<file path="config.mk">
export PLATFORM = sky130hd
export DESIGN_NAME = timed_cmd_ctrl
export DESIGN_NICKNAME = d
export VERILOG_FILES = /design/src/rtl/tcc_pkg.sv /design/src/rtl/tcc_frame_decode.sv /design/src/rtl/tcc_cmd_seq.sv /design/src/rtl/tcc_pause_timer.sv /design/src/rtl/timed_cmd_ctrl.sv
export SDC_FILE = /design/constraint.sdc
export NUM_CORES = 1
export LEC_CHECK = 0
export BUFFER_PORTS_ARGS = -buffer_cell sky130_fd_sc_hd__buf_2
export CORE_MARGIN = 3
export CORE_UTILIZATION = 60
export CTS_CLUSTER_SIZE = 25
export DETAILED_ROUTE_END_ITERATION = 10
export PLACE_DENSITY_LB_ADDON = 0.12
export SKIP_CTS_REPAIR_TIMING = 1
export SLEW_MARGIN = 20
export SYNTH_ARGS = -nofsm -noshare
export SYNTH_HDL_FRONTEND = slang
export SYNTH_SLANG_ARGS = --single-unit
</file>
<file path="constraint.sdc">
create_clock -name clk -period 7.2 [get_ports clk]
set_input_delay 0.36 -clock clk [delete_from_list [all_inputs] [get_ports clk]]
set_output_delay 0.36 -clock clk [all_outputs]
set_load 0.01 [all_outputs]
</file>
<file path="src/rtl/tcc_pkg.sv">
// Shared constants and time tables for the timed command controller.
// Assumes: nine command bits; all time values in 0.1 ms units.
package tcc_pkg;
    localparam int CMD_W      = 9;
    localparam int ADDR_W     = 7;
    localparam int MAX_UNITS  = 3500;
    localparam logic [ADDR_W-1:0] ADDR_CMD_LO = 7'h4A;
    localparam logic [ADDR_W-1:0] ADDR_CMD_HI = 7'h4B;

    // Run time of a command bit in 0.1 ms units; 0 means single-cycle
    function automatic int unsigned cmd_units(input int unsigned idx);
        case (idx)
            8:       return 2;
            7:       return 320;
            6:       return 3500;
            3:       return 240;
            1:       return 3500;
            default: return 0;
        endcase
    endfunction

    // Post-capture pause in 0.1 ms units for a given event length
    function automatic int unsigned pause_units(input int unsigned len);
        if (len <= 64)       return 20;
        else if (len <= 128) return 40;
        else if (len <= 256) return 80;
        else if (len <= 512) return 160;
        else                 return 330;
    endfunction
endpackage

</file>
<file path="src/rtl/tcc_frame_decode.sv">
// Frame decoder: splits a 16-bit write frame into address and data.
// Command-register bytes become a set request for the sequencer, and all
// other addresses are forwarded as a registered one-cycle write.
// Assumes: frame_valid is a single-cycle strobe; busy drops frames.
module tcc_frame_decode
    import tcc_pkg::*;
(
    input  logic              clk,
    input  logic              rst_n,
    input  logic              frame_valid,
    input  logic [15:0]       frame_data,
    input  logic              busy,
    output logic              set_valid,
    output logic [CMD_W-1:0]  set_bits,
    output logic              wr_valid,
    output logic [ADDR_W-1:0] wr_addr,
    output logic [7:0]        wr_data
);
    logic              take;
    logic [ADDR_W-1:0] f_addr;
    logic [7:0]        f_data;

    // Field split and acceptance condition
    always_comb begin
        f_addr    = frame_data[14:8];
        f_data    = frame_data[7:0];
        take      = frame_valid && frame_data[15] && !busy;
        set_valid = 1'b0;
        set_bits  = '0;
        if (take && f_addr == ADDR_CMD_LO) begin
            set_valid = 1'b1;
            set_bits  = {1'b0, f_data};
        end else if (take && f_addr == ADDR_CMD_HI) begin
            set_valid = 1'b1;
            set_bits  = {f_data[0], 8'h00};
        end
    end

    // Registered forward of non-command writes
    always_ff @(posedge clk) begin
        if (!rst_n) begin
            wr_valid <= 1'b0;
            wr_addr  <= '0;
            wr_data  <= '0;
        end else begin
            wr_valid <= take && f_addr != ADDR_CMD_LO && f_addr != ADDR_CMD_HI;
            if (take) begin
                wr_addr <= f_addr;
                wr_data <= f_data;
            end
        end
    end

    p_no_wr_while_busy_r7: assert property (@(posedge clk) disable iff (!rst_n)
        wr_valid |-> $past(!busy));
    p_read_frame_ignored_r1: assert property (@(posedge clk) disable iff (!rst_n)
        (frame_valid && !frame_data[15]) |=> !wr_valid);
endmodule

</file>
<file path="src/rtl/tcc_cmd_seq.sv">
// Command sequencer: keeps the pending command bits and runs them one at a
// time, highest bit first. Each bit runs for its own time and then clears.
// Assumes: set requests only arrive while the controller is idle.
module tcc_cmd_seq
    import tcc_pkg::*;
#(
    parameter int TICK_CYC = 10000,
    parameter int CNT_W    = 26
) (
    input  logic             clk,
    input  logic             rst_n,
    input  logic             set_valid,
    input  logic [CMD_W-1:0] set_bits,
    output logic [CMD_W-1:0] cmd_state,
    output logic [CMD_W-1:0] cmd_start,
    output logic [CMD_W-1:0] cmd_done,
    output logic             seq_busy
);
    logic [CMD_W-1:0] pending, pending_in, top_mask, run_mask;
    logic [3:0]       top_idx, run_bit;
    logic             run_active;
    logic [CNT_W-1:0] cnt, load_val;

    // Cycles a command bit occupies once started
    function automatic int unsigned cyc_of(input logic [3:0] idx);
        int unsigned u;
        u = cmd_units(32'(idx));
        return (u == 0) ? 1 : u * TICK_CYC;
    endfunction

    // Pick the highest pending bit and its counter load value
    always_comb begin
        pending_in = pending | (set_valid ? set_bits : '0);
        top_idx    = '0;
        for (int i = 0; i < CMD_W; i++)
            if (pending[i]) top_idx = 4'(i);
        top_mask = CMD_W'(1) << top_idx;
        run_mask = run_active ? (CMD_W'(1) << run_bit) : '0;
        load_val = CNT_W'(cyc_of(top_idx) - 1);
    end

    // Start, count down and retire one command at a time
    always_ff @(posedge clk) begin
        if (!rst_n) begin
            pending    <= '0;
            run_active <= 1'b0;
            run_bit    <= '0;
            cnt        <= '0;
            cmd_start  <= '0;
            cmd_done   <= '0;
        end else begin
            cmd_start <= '0;
            cmd_done  <= '0;
            pending   <= pending_in;
            if (run_active) begin
                if (cnt == '0) begin
                    run_active <= 1'b0;
                    cmd_done   <= run_mask;
                end else begin
                    cnt <= cnt - 1'b1;
                end
            end else if (pending != '0) begin
                run_active <= 1'b1;
                run_bit    <= top_idx;
                cnt        <= load_val;
                cmd_start  <= top_mask;
                pending    <= pending_in & ~top_mask;
            end
        end
    end

    assign cmd_state = pending | run_mask;
    assign seq_busy  = run_active || (pending != '0);

    p_start_onehot_r5: assert property (@(posedge clk) disable iff (!rst_n)
        $onehot0(cmd_start));
    p_highest_first_r5: assert property (@(posedge clk) disable iff (!rst_n)
        (cmd_start != '0) |->
        (({1'b0, $past(pending)} & ~({cmd_start, 1'b0} - 10'd1)) == 10'd0));
    p_start_from_pending_r8: assert property (@(posedge clk) disable iff (!rst_n)
        (cmd_start != '0) |-> (($past(pending) & cmd_start) == cmd_start));
    p_done_clears_r8: assert property (@(posedge clk) disable iff (!rst_n)
        (cmd_done != '0) |-> ((cmd_state & cmd_done) == '0));
    p_count_down_r4: assert property (@(posedge clk) disable iff (!rst_n)
        (run_active && cnt != '0) |=> (run_active && cnt == $past(cnt) - 1'b1));
endmodule

</file>
<file path="src/rtl/tcc_pause_timer.sv">
// Post-capture pause timer: loads a length-dependent pause on each capture
// completion and holds pause_active until it runs out.
// Assumes: a new cap_done during a pause restarts it with the new length.
module tcc_pause_timer
    import tcc_pkg::*;
#(
    parameter int TICK_CYC = 10000,
    parameter int LEN_W    = 11,
    parameter int CNT_W    = 26
) (
    input  logic             clk,
    input  logic             rst_n,
    input  logic             cap_done,
    input  logic [LEN_W-1:0] cap_len,
    output logic             pause_active
);
    logic [CNT_W-1:0] pcnt, pload;

    // Pause length in cycles minus one
    always_comb pload = CNT_W'(pause_units(32'(cap_len)) * TICK_CYC - 1);

    // Load on capture completion, count down to release
    always_ff @(posedge clk) begin
        if (!rst_n) begin
            pause_active <= 1'b0;
            pcnt         <= '0;
        end else if (cap_done) begin
            pause_active <= 1'b1;
            pcnt         <= pload;
        end else if (pause_active) begin
            if (pcnt == '0) pause_active <= 1'b0;
            else            pcnt <= pcnt - 1'b1;
        end
    end

    p_pause_countdown_r6: assert property (@(posedge clk) disable iff (!rst_n)
        (pause_active && pcnt != '0 && !cap_done) |=>
        (pause_active && pcnt == $past(pcnt) - 1'b1));
    p_pause_starts_r6: assert property (@(posedge clk) disable iff (!rst_n)
        cap_done |=> pause_active);
endmodule

</file>
<file path="src/rtl/timed_cmd_ctrl.sv">
// Top of the timed self-clearing command controller: decoder, command
// sequencer and capture pause timer, with a combined busy flag.
// Assumes: frames come from an external 16-bit shift register; busy is
// used outside to halt sampling.
module timed_cmd_ctrl
    import tcc_pkg::*;
#(
    parameter int TICK_CYC = 10000,
    parameter int LEN_W    = 11
) (
    input  logic             clk,
    input  logic             rst_n,
    input  logic             frame_valid,
    input  logic [15:0]      frame_data,
    input  logic             cap_done,
    input  logic [LEN_W-1:0] cap_len,
    output logic             busy,
    output logic [15:0]      cmd_state,
    output logic [8:0]       cmd_start,
    output logic [8:0]       cmd_done,
    output logic             wr_valid,
    output logic [6:0]       wr_addr,
    output logic [7:0]       wr_data
);
    localparam int CNT_W = $clog2(MAX_UNITS * TICK_CYC + 1);

    logic             set_valid, seq_busy, pause_active;
    logic [CMD_W-1:0] set_bits, state_bits;

    tcc_frame_decode u_dec (
        .clk(clk), .rst_n(rst_n), .frame_valid(frame_valid),
        .frame_data(frame_data), .busy(busy), .set_valid(set_valid),
        .set_bits(set_bits), .wr_valid(wr_valid), .wr_addr(wr_addr),
        .wr_data(wr_data)
    );

    tcc_cmd_seq #(.TICK_CYC(TICK_CYC), .CNT_W(CNT_W)) u_seq (
        .clk(clk), .rst_n(rst_n), .set_valid(set_valid), .set_bits(set_bits),
        .cmd_state(state_bits), .cmd_start(cmd_start), .cmd_done(cmd_done),
        .seq_busy(seq_busy)
    );

    tcc_pause_timer #(.TICK_CYC(TICK_CYC), .LEN_W(LEN_W), .CNT_W(CNT_W)) u_pause (
        .clk(clk), .rst_n(rst_n), .cap_done(cap_done), .cap_len(cap_len),
        .pause_active(pause_active)
    );

    // Combined hold-off and zero-extended readback
    assign busy      = seq_busy || pause_active;
    assign cmd_state = {7'd0, state_bits};

    p_busy_after_cmd_r3: assert property (@(posedge clk) disable iff (!rst_n)
        (frame_valid && !busy && frame_data[15] && frame_data[14:8] == ADDR_CMD_LO
         && frame_data[7:0] != 8'h00) |=> busy);
    p_drop_keeps_state_r7: assert property (@(posedge clk) disable iff (!rst_n)
        (busy && cmd_start == '0 && cmd_done == '0) |=> (cmd_state & ~$past(cmd_state)) == 16'd0);
endmodule

</file>
==> impl_summary.txt, run 1 <==
----------------------------------------------------
[Run status]
  Result of the run ... finished clean

[Placement]
  Post-detail-place hpwl ... 15.0 mm
  Port buffer count ... 74
  Placement Cell Area ... 8730 um^2
  Final estimated routing congestion in global placement ... 0.915

[Route]
  Violation count after the first detailed-route iteration ... 706
  First-pass detailed-route iteration total ... 5
  Average vias per placed instance ... 5.96
  Wirelength per Cell ... 15.3 um
  Overall via count from detail_route ... 7,651
  Final Routed Wirelength ... 19.7 mm
  DRT antenna net count ... 0
  Drt drc ... 0

[Timing]
  Final clock period utilization by the worst path ... 0.913
  Post-Route Hold Slack ... 0.244 ns
  Worst Tran Pin Value ... 0.874 ns
  Clock Skews ... 0.0168 ns
  Aggregate negative setup slack ... 0 ns
  Final setup violating endpoints ... 0
  Fmax ... 152 MHz
  Number of endpoints with negative hold slack in the final report ... 0
  Unrepaired setup endpoints after global routing ... no
  Relative slew slack ... 0.412
  Time the worst path needs with I/O delays and setup ... 6.57 ns
  Max-slew violation count ... 0

[Floorplanning]
  Standard-cell rows ... 42
  Die footprint ... 15,100 um^2
  Effective utilization at floorplan ... 0.618
  Chip Width ... 123 um
  Area of the core ... 13,300 um^2
  Height of the die ... 123 um
  Ports ... 82

[Clock tree]
  Register clock-pin slew on the reported worst setup and hold paths ... 0.08 ns
  Root Buffer Master ... clkbuf_16
  Maximum count of clock buffers along a single path ... 2
  TritonCTS Sinks ... 101
  CTS buffer count ... 9
  Clock insertion delay at the later pin of the skew report ... 0.36 ns
  Htree depth ... 3
  CTS tree ... done

[Yosys]
  Cell count after synthesis ... 1,043
  Share of cell area taken by muxes after synthesis ... 0.00883
  Share of flip-flops with an asynchronous set or reset after synthesis ... 0
  Post-synthesis cell area ... 8220 um^2
  Top cells by area, synth ... dfxtp_1 25%, ha_1 14%, nand2_1 5.2%
  FF+latch count, synth ... 101
  Simple-gate share of the synthesized area ... 0.232
  Area fraction of the dominant cell type after synthesis ... 0.246
  Post-synthesis area per instance ... 7.88 um^2
  Netlist cell types ... 77
  Yosys warning count ... 0
  Dominant combinational cell family by area after synthesis ... simple AND/OR/NAND/NOR gates
  Post-synth EDFFs ... 0
  Fraction of the mapped netlist area in compound gates ... 0.213
  Sequential cell area fraction in the yosys report ... 0.246
  Xor/xnor share of the synthesized area ... 0.0618
  Adder-Cell Fraction of Synth Area ... 0.182
  Library cell occupying the most area in the post-synthesis netlist ... dfxtp_1
  Ys flop type ... dfxtp_1

[Critical path]
  Maximum fanout count along the critical path ... 7
  WP data required ... 7.44 ns
  CP Class ... register to register
  Crit path DAT ... 6.82 ns
  Critical Path End Type ... register
  Category of the worst setup path launch point ... register

[Power]
  Highest ir drop seen on vdd ... 145 uV
  Total power per unit cell area ... 181 nW/um^2
  Pleak ... 4.11 nW

[Finish]
  Final layout net count ... 1,243
  Post-Layout Inst Area ... 9050 um^2
  Layout cells sized above 1 ... 0.117
  Number of diodes ... 0
  Final core utilization ... 0.681
  Area growth syn-to-layout ... 10.1%
  # fillers ... 1,180

[Global route]
  Combined global-route utilization of all metal layers ... 0.260
  First-pass GRT wire length ... 32.3 mm
  Vias in the first global route ... 6,964
  Antenna violations before repair ... 0
  Residual overflow from global routing ... 0
  Largest net degree at the start of global routing ... 63

[Worst hold path]
  Classification of the worst-slack hold path ... input pin to register

[Run]
  Number of max-capacitance violations reported ... 0

----------------------------------------------------
[routing by layer]
metal | up-vias | part of all wire | GRT usage
li1 | 3860 | - | -
met1 | 3524 | 0.43 | 0.331
met2 | 232 | 0.49 | 0.446
met3 | 35 | 0.053 | 0.0352
met4 | 0 | 0.027 | 0.102
met5 | - | 0 | 0
[sequential cells by signal, summed over array words and instances (netlist names)]
register / cells
u_dec.wr_data: 8
u_pause.pcnt: 26
u_seq.cmd_done: 9
u_pause.pause_active: 1
u_seq.pending: 9
u_seq.run_active: 1
u_dec.wr_addr: 7
u_seq.cnt: 26
u_dec.wr_valid: 1
u_seq.cmd_start: 9
u_seq.run_bit: 4
[through the flow]
stage,instances,worst slack [ns],power [mW]
finish,1283,0.625,1.64
global route,1283,0.240,1.74
CTS,1283,0.664,1.64
detailed placement,1267,0.339,1.15
global placement,1267,0.490,1.15
floorplan,1051,0.843,1.04
[worst max-delay path, stage by stage, from the launching register on]
cell and delay, ns:
dfxtp_1 0.39, or3_1 0.48, nor3b_1 0.21, buf_4 0.17, inv_1 0.08, ha_1 0.30, a21o_1 0.21, inv_1 0.20
ha_1 0.29, xnor2_1 0.14, ha_1 0.28, inv_1 0.05, fa_1 0.53, inv_1 0.04, ha_1 0.26, inv_1 0.05
fa_1 0.50, inv_1 0.04, ha_1 0.33, o211ai_1 0.16, nor3_1 0.14, nor4_1 0.40, o211ai_1 0.35, nor3_2 0.48
nand3_1 0.20, mux2i_1 0.15
[Yosys cell counts (all sizes together), types with 18 or more instances]
cell and instances:
nand2 113, dfxtp 101, nor2 99, ha 94, a21oi 78, inv 67, o21ai 52, clkbuf 36
xnor2 34, nor3 31, nand3 26, xor2 24, or3 18
[report_power, final]
part | switching [mW] | total [mW] | internal (mW)
sequential | 0.0196 | 0.603 | 0.584
combinational | 0.319 | 0.540 | 0.221
clock | 0.243 | 0.493 | 0.249
total | 0.582 | 1.64 | 1.05
[cells in the final DEF, fill, tap and decap left out, types with 10 or more instances in the layout]
| cell | netlist | routed |
|---|---|---|
| a211oi_1 | 14 | 14 |
| a21o_1 | 15 | 15 |
| a21oi_1 | 78 | 78 |
| a22oi_1 | 10 | 10 |
| and3_1 | 10 | 10 |
| buf_2 | 1 | 74 |
| buf_4 | 7 | 12 |
| conb_1 | 2 | 10 |
| dfxtp_1 | 101 | 101 |
| fa_1 | 16 | 16 |
| ha_1 | 94 | 94 |
| inv_1 | 67 | 67 |
| nand2_1 | 113 | 113 |
| nand3_1 | 26 | 26 |
| nand4_1 | 14 | 14 |
| nor2_1 | 99 | 99 |
| nor3_1 | 27 | 27 |
| nor4_1 | 15 | 15 |
| o211ai_1 | 10 | 10 |
| o21a_1 | 10 | 10 |
| o21ai_0 | 50 | 50 |
| or3_1 | 17 | 17 |
| xnor2_1 | 34 | 34 |
| xor2_1 | 24 | 24 |
[path summary, 6_finish.rpt]
check,end,slack [ns],from,depth (start not counted)
setup / recovery,u_seq.cnt[25],0.63,u_seq.pending[6],25
hold / removal,u_dec.wr_data[7],0.24,frame_data[7],3
setup reg to reg,u_seq.cnt[25],0.63,u_seq.pending[6],25
hold reg to reg,u_dec.wr_addr[5],0.45,u_dec.wr_addr[5],2
[kinds of logic (layout without fill, tap and decap cells)]
| family | count (synthesis) | count (layout) |
|---|---|---|
| flops | 101 | 101 |
| xor+xnor | 58 | 58 |
| other cells | 2 | 10 |
| simple gates | 384 | 384 |
| mux | 7 | 7 |
| buf+inv | 114 | 170 |
| fa+ha+maj | 110 | 110 |
| compound gates | 267 | 267 |
[final cells by class]
class / count / area (um^2) / share of cell area
Multi-Input combinational cell: 836 / 5770 / 0.638
Sequential cell: 101 / 2020 / 0.223
Timing Repair Buffer: 86 / 460 / 0.0509
Inverter: 68 / 255 / 0.0282
Clock buffer: 9 / 225 / 0.0249
Tap cell: 176 / 220 / 0.0243
Clock inverter: 7 / 91.3 / 0.0101
(Power assumes the default switching activity.)
==> run 2: changes to the inputs <==
- ABC_AREA: unset -> 0
- CORE_UTILIZATION: 60 -> 38
==> impl_summary.txt, run 2 (synthesized netlist as in run 1, its figures left out) <==
----------------------------------------------------
[Floorplanning]
  Effective utilization at floorplan ... 0.389 (was 0.618)
  Chip Width ... 153 um (was 123 um)
  Area of the core ... 21,200 um^2 (was 13,300 um^2)
  Ports ... 82 (unchanged)
  Height of the die ... 153 um (was 123 um)
  Standard-cell rows ... 53 (was 42)
  Die footprint ... 23,400 um^2 (was 15,100 um^2)

[Power]
  Total power per unit cell area ... 178 nW/um^2 (was 181 nW/um^2)
  Pleak ... 4.11 nW (about the same)
  Highest ir drop seen on vdd ... 120 uV (was 145 uV)

[Critical path]
  Crit path DAT ... 6.66 ns (was 6.82 ns)
  CP Class ... input pin to register (was register to register)
  Number of buffers and inverters on the critical path ... 4 (was 7)
  Timing endpoint of the critical path ... u_pause.pcnt[25] (was u_seq.cnt[25])
  Worst path slowest cell ... or4_4 (was fa_1)
  R2r worst-path depth ... 27 (was 25)
  Startpoint of the worst setup timing path ... cap_len[0] (was u_seq.pending[6])
  R2r endpoint ... u_seq.cnt[22] (was u_seq.cnt[25])
  Cell mode on critical path ... ha_1 (was inv_1)
  Gate family responsible for the most delay along the worst path ... simple AND/OR/NAND/NOR gates (was adder cells)
  RR Startpoint ... u_seq.pending[3] (was u_seq.pending[6])
  Critical Path End Type ... register (unchanged)
  Critical path, cell by cell ... buf_2 > or4_4 > or4_1 > or4b_1 > a21o_1 > inv_1 > fa_1 > ha_1 > inv_1 > fa_1 > inv_1 > ha_1 > ha_1 > ha_1 > a21oi_1 > nand2_1 > a31o_2 > a311oi_1 > nand3_1 > nor3_1 > a31oi_1 > a211oi_1
  Largest stage delay on the critical path ... 0.53 ns (about the same)
  Maximum fanout count along the critical path ... 7 (unchanged)
  Category of the worst setup path launch point ... input pin (was register)
  Setup slack of the most critical reg-to-reg path ... 0.84 ns (was 0.63 ns)
  Critical Path Stages ... 22 (was 25)
  WP data required ... 7.47 ns (was 7.44 ns)

[Clock tree]
  Clock insertion delay at the later pin of the skew report ... 0.35 ns (was 0.36 ns)
  TritonCTS Sinks ... 101 (unchanged)
  Htree depth ... 3 (unchanged)
  Maximum count of clock buffers along a single path ... 2 (unchanged)
  CTS tree ... done (unchanged)
  CTS buffer count ... 9 (unchanged)
  Register clock-pin slew on the reported worst setup and hold paths ... 0.08 ns (about the same)
  Root Buffer Master ... clkbuf_16 (unchanged)

[Global route]
  Vias in the first global route ... 7,237 (was 6,964)
  First-pass GRT wire length ... 35.8 mm (was 32.3 mm)
  Largest net degree at the start of global routing ... 45 (was 63)
  Antenna violations before repair ... 0 (unchanged)
  Residual overflow from global routing ... 0 (unchanged)
  Combined global-route utilization of all metal layers ... 0.180 (was 0.260)

[Timing]
  Final setup violating endpoints ... 0 (unchanged)
  Final clock period utilization by the worst path ... 0.887 (was 0.913)
  Max-slew violation count ... 0 (unchanged)
  Unrepaired setup endpoints after global routing ... no (unchanged)
  Aggregate negative setup slack ... 0 ns (unchanged)
  Worst Tran Pin Value ... 1.03 ns (was 0.874 ns)
  Relative slew slack ... 0.314 (was 0.412)
  Time the worst path needs with I/O delays and setup ... 6.39 ns (was 6.57 ns)
  Clock Skews ... 0.00928 ns (was 0.0168 ns)
  Fmax ... 157 MHz (was 152 MHz)
  Number of endpoints with negative hold slack in the final report ... 0 (unchanged)

[Finish]
  Registers with the most flip-flops ... u_pause.pcnt x26, u_seq.cnt x26 (unchanged)
  Non-Filler Instances ... 1,381 (was 1,283)
  Area growth syn-to-layout ... 11.3% (was 10.1%)
  Number of diodes ... 0 (unchanged)
  Most common library cell in the layout ignoring fill and taps ... nand2_1 (unchanged)
  Layout cells sized above 1 ... 0.118 (was 0.117)
  Post-Layout Inst Area ... 9150 um^2 (was 9050 um^2)
  Commonest cells after routing, fill and taps aside ... 113 x nand2_1, 100 x dfxtp_1, 99 x nor2_1, 94 x ha_1, 78 x a21oi_1 (was 113 x nand2_1, 101 x dfxtp_1, 99 x nor2_1, 94 x ha_1, 78 x a21oi_1)
  Final layout net count ... 1,242 (was 1,243)

[Route]
  Average vias per placed instance ... 5.45 (was 5.96)
  Wirelength per Cell ... 15.5 um (was 15.3 um)
  Violation count after the first detailed-route iteration ... 361 (was 706)
  Final Routed Wirelength ... 21.4 mm (was 19.7 mm)
  Drt drc ... 0 (unchanged)
  DRT antenna net count ... 0 (unchanged)
  Overall via count from detail_route ... 7,524 (was 7,651)
  First-pass detailed-route iteration total ... 5 (unchanged)

[Placement]
  Final estimated routing congestion in global placement ... 0.859 (was 0.915)
  Post-detail-place hpwl ... 16.5 mm (was 15.0 mm)
  Port buffer count ... 74 (unchanged)
  Placement Cell Area ... 8850 um^2 (was 8730 um^2)
  Placed Cells ... 1,365 (was 1,267)

[Worst hold path]
  Hold path cells ... 3 (unchanged)
  Classification of the worst-slack hold path ... input pin to register (unchanged)

[Run]
  Number of max-capacitance violations reported ... 0 (unchanged)

[Run status]
  Result of the run ... finished clean (unchanged)

----------------------------------------------------
-- run 2: cell types whose count changed in the layout (fill, tap and decap cells not counted), sizes merged --
cell | before | now
buf | 86 | 85
clkinv | 6 | 2
inv | 69 | 73
-- run 2: routing by layer --
layer	track usage	wire, um	vias to the layer above
li1	-	-	3859
met1	0.242	10100	3502
met2	0.312	10500	147
met3	0.0184	644	16
met4	0.0403	238	0
met5	0	0	-
-- run 2: worst min path at each step --
| stage | startpoint | end | slack (ns) |
|---|---|---|---|
| floorplan | u_seq.cnt[16] | u_seq.cnt[16] | 0.44 |
| global route | frame_data[2] | u_dec.wr_data[2] | 0.25 |
| global placement | u_dec.wr_addr[0] | u_dec.wr_addr[0] | 0.44 |
| CTS | frame_data[14] | u_dec.wr_addr[6] | 0.24 |
| detailed placement | u_dec.wr_data[0] | u_dec.wr_data[0] | 0.44 |
| finish | frame_data[11] | u_dec.wr_addr[3] | 0.25 |
-- run 2: cell type report --
class                           instances  area, um^2
Fill cell                            2178       12000
Clock buffer                            9         225
Inverter                               68         255
Multi-Input combinational cell        836        5770
Clock inverter                          7        76.3
Tap cell                              275         344
Sequential cell                       101        2020
Timing Repair Buffer                   85         453
-- run 2: tightest hold or removal path, stage by stage --
cell     delay (ns)
buf_2          0.10
nand2_1        0.05
a21oi_1        0.05
-- run 2: stage by stage --
step | total power [mW] | hold slack, ns | worst slack [ns] | util
after global routing | 1.75 | 0.255 | 0.211 | 0.433
final | 1.63 | 0.247 | 0.812 | 0.433
after detailed placement | 1.15 | 0.444 | 0.409 | 0.418
after CTS | 1.65 | 0.239 | 0.750 | 0.433
after global placement | 1.15 | 0.440 | 0.495 | 0.418
after floorplan | 1.04 | 0.441 | 0.843 | -
-- run 2: power by group --
| group | internal [mW] | switching (mW) |
|---|---|---|
| registers | 0.584 | 0.0202 |
| logic | 0.219 | 0.313 |
| clock network | 0.248 | 0.248 |
| total | 1.05 | 0.581 |
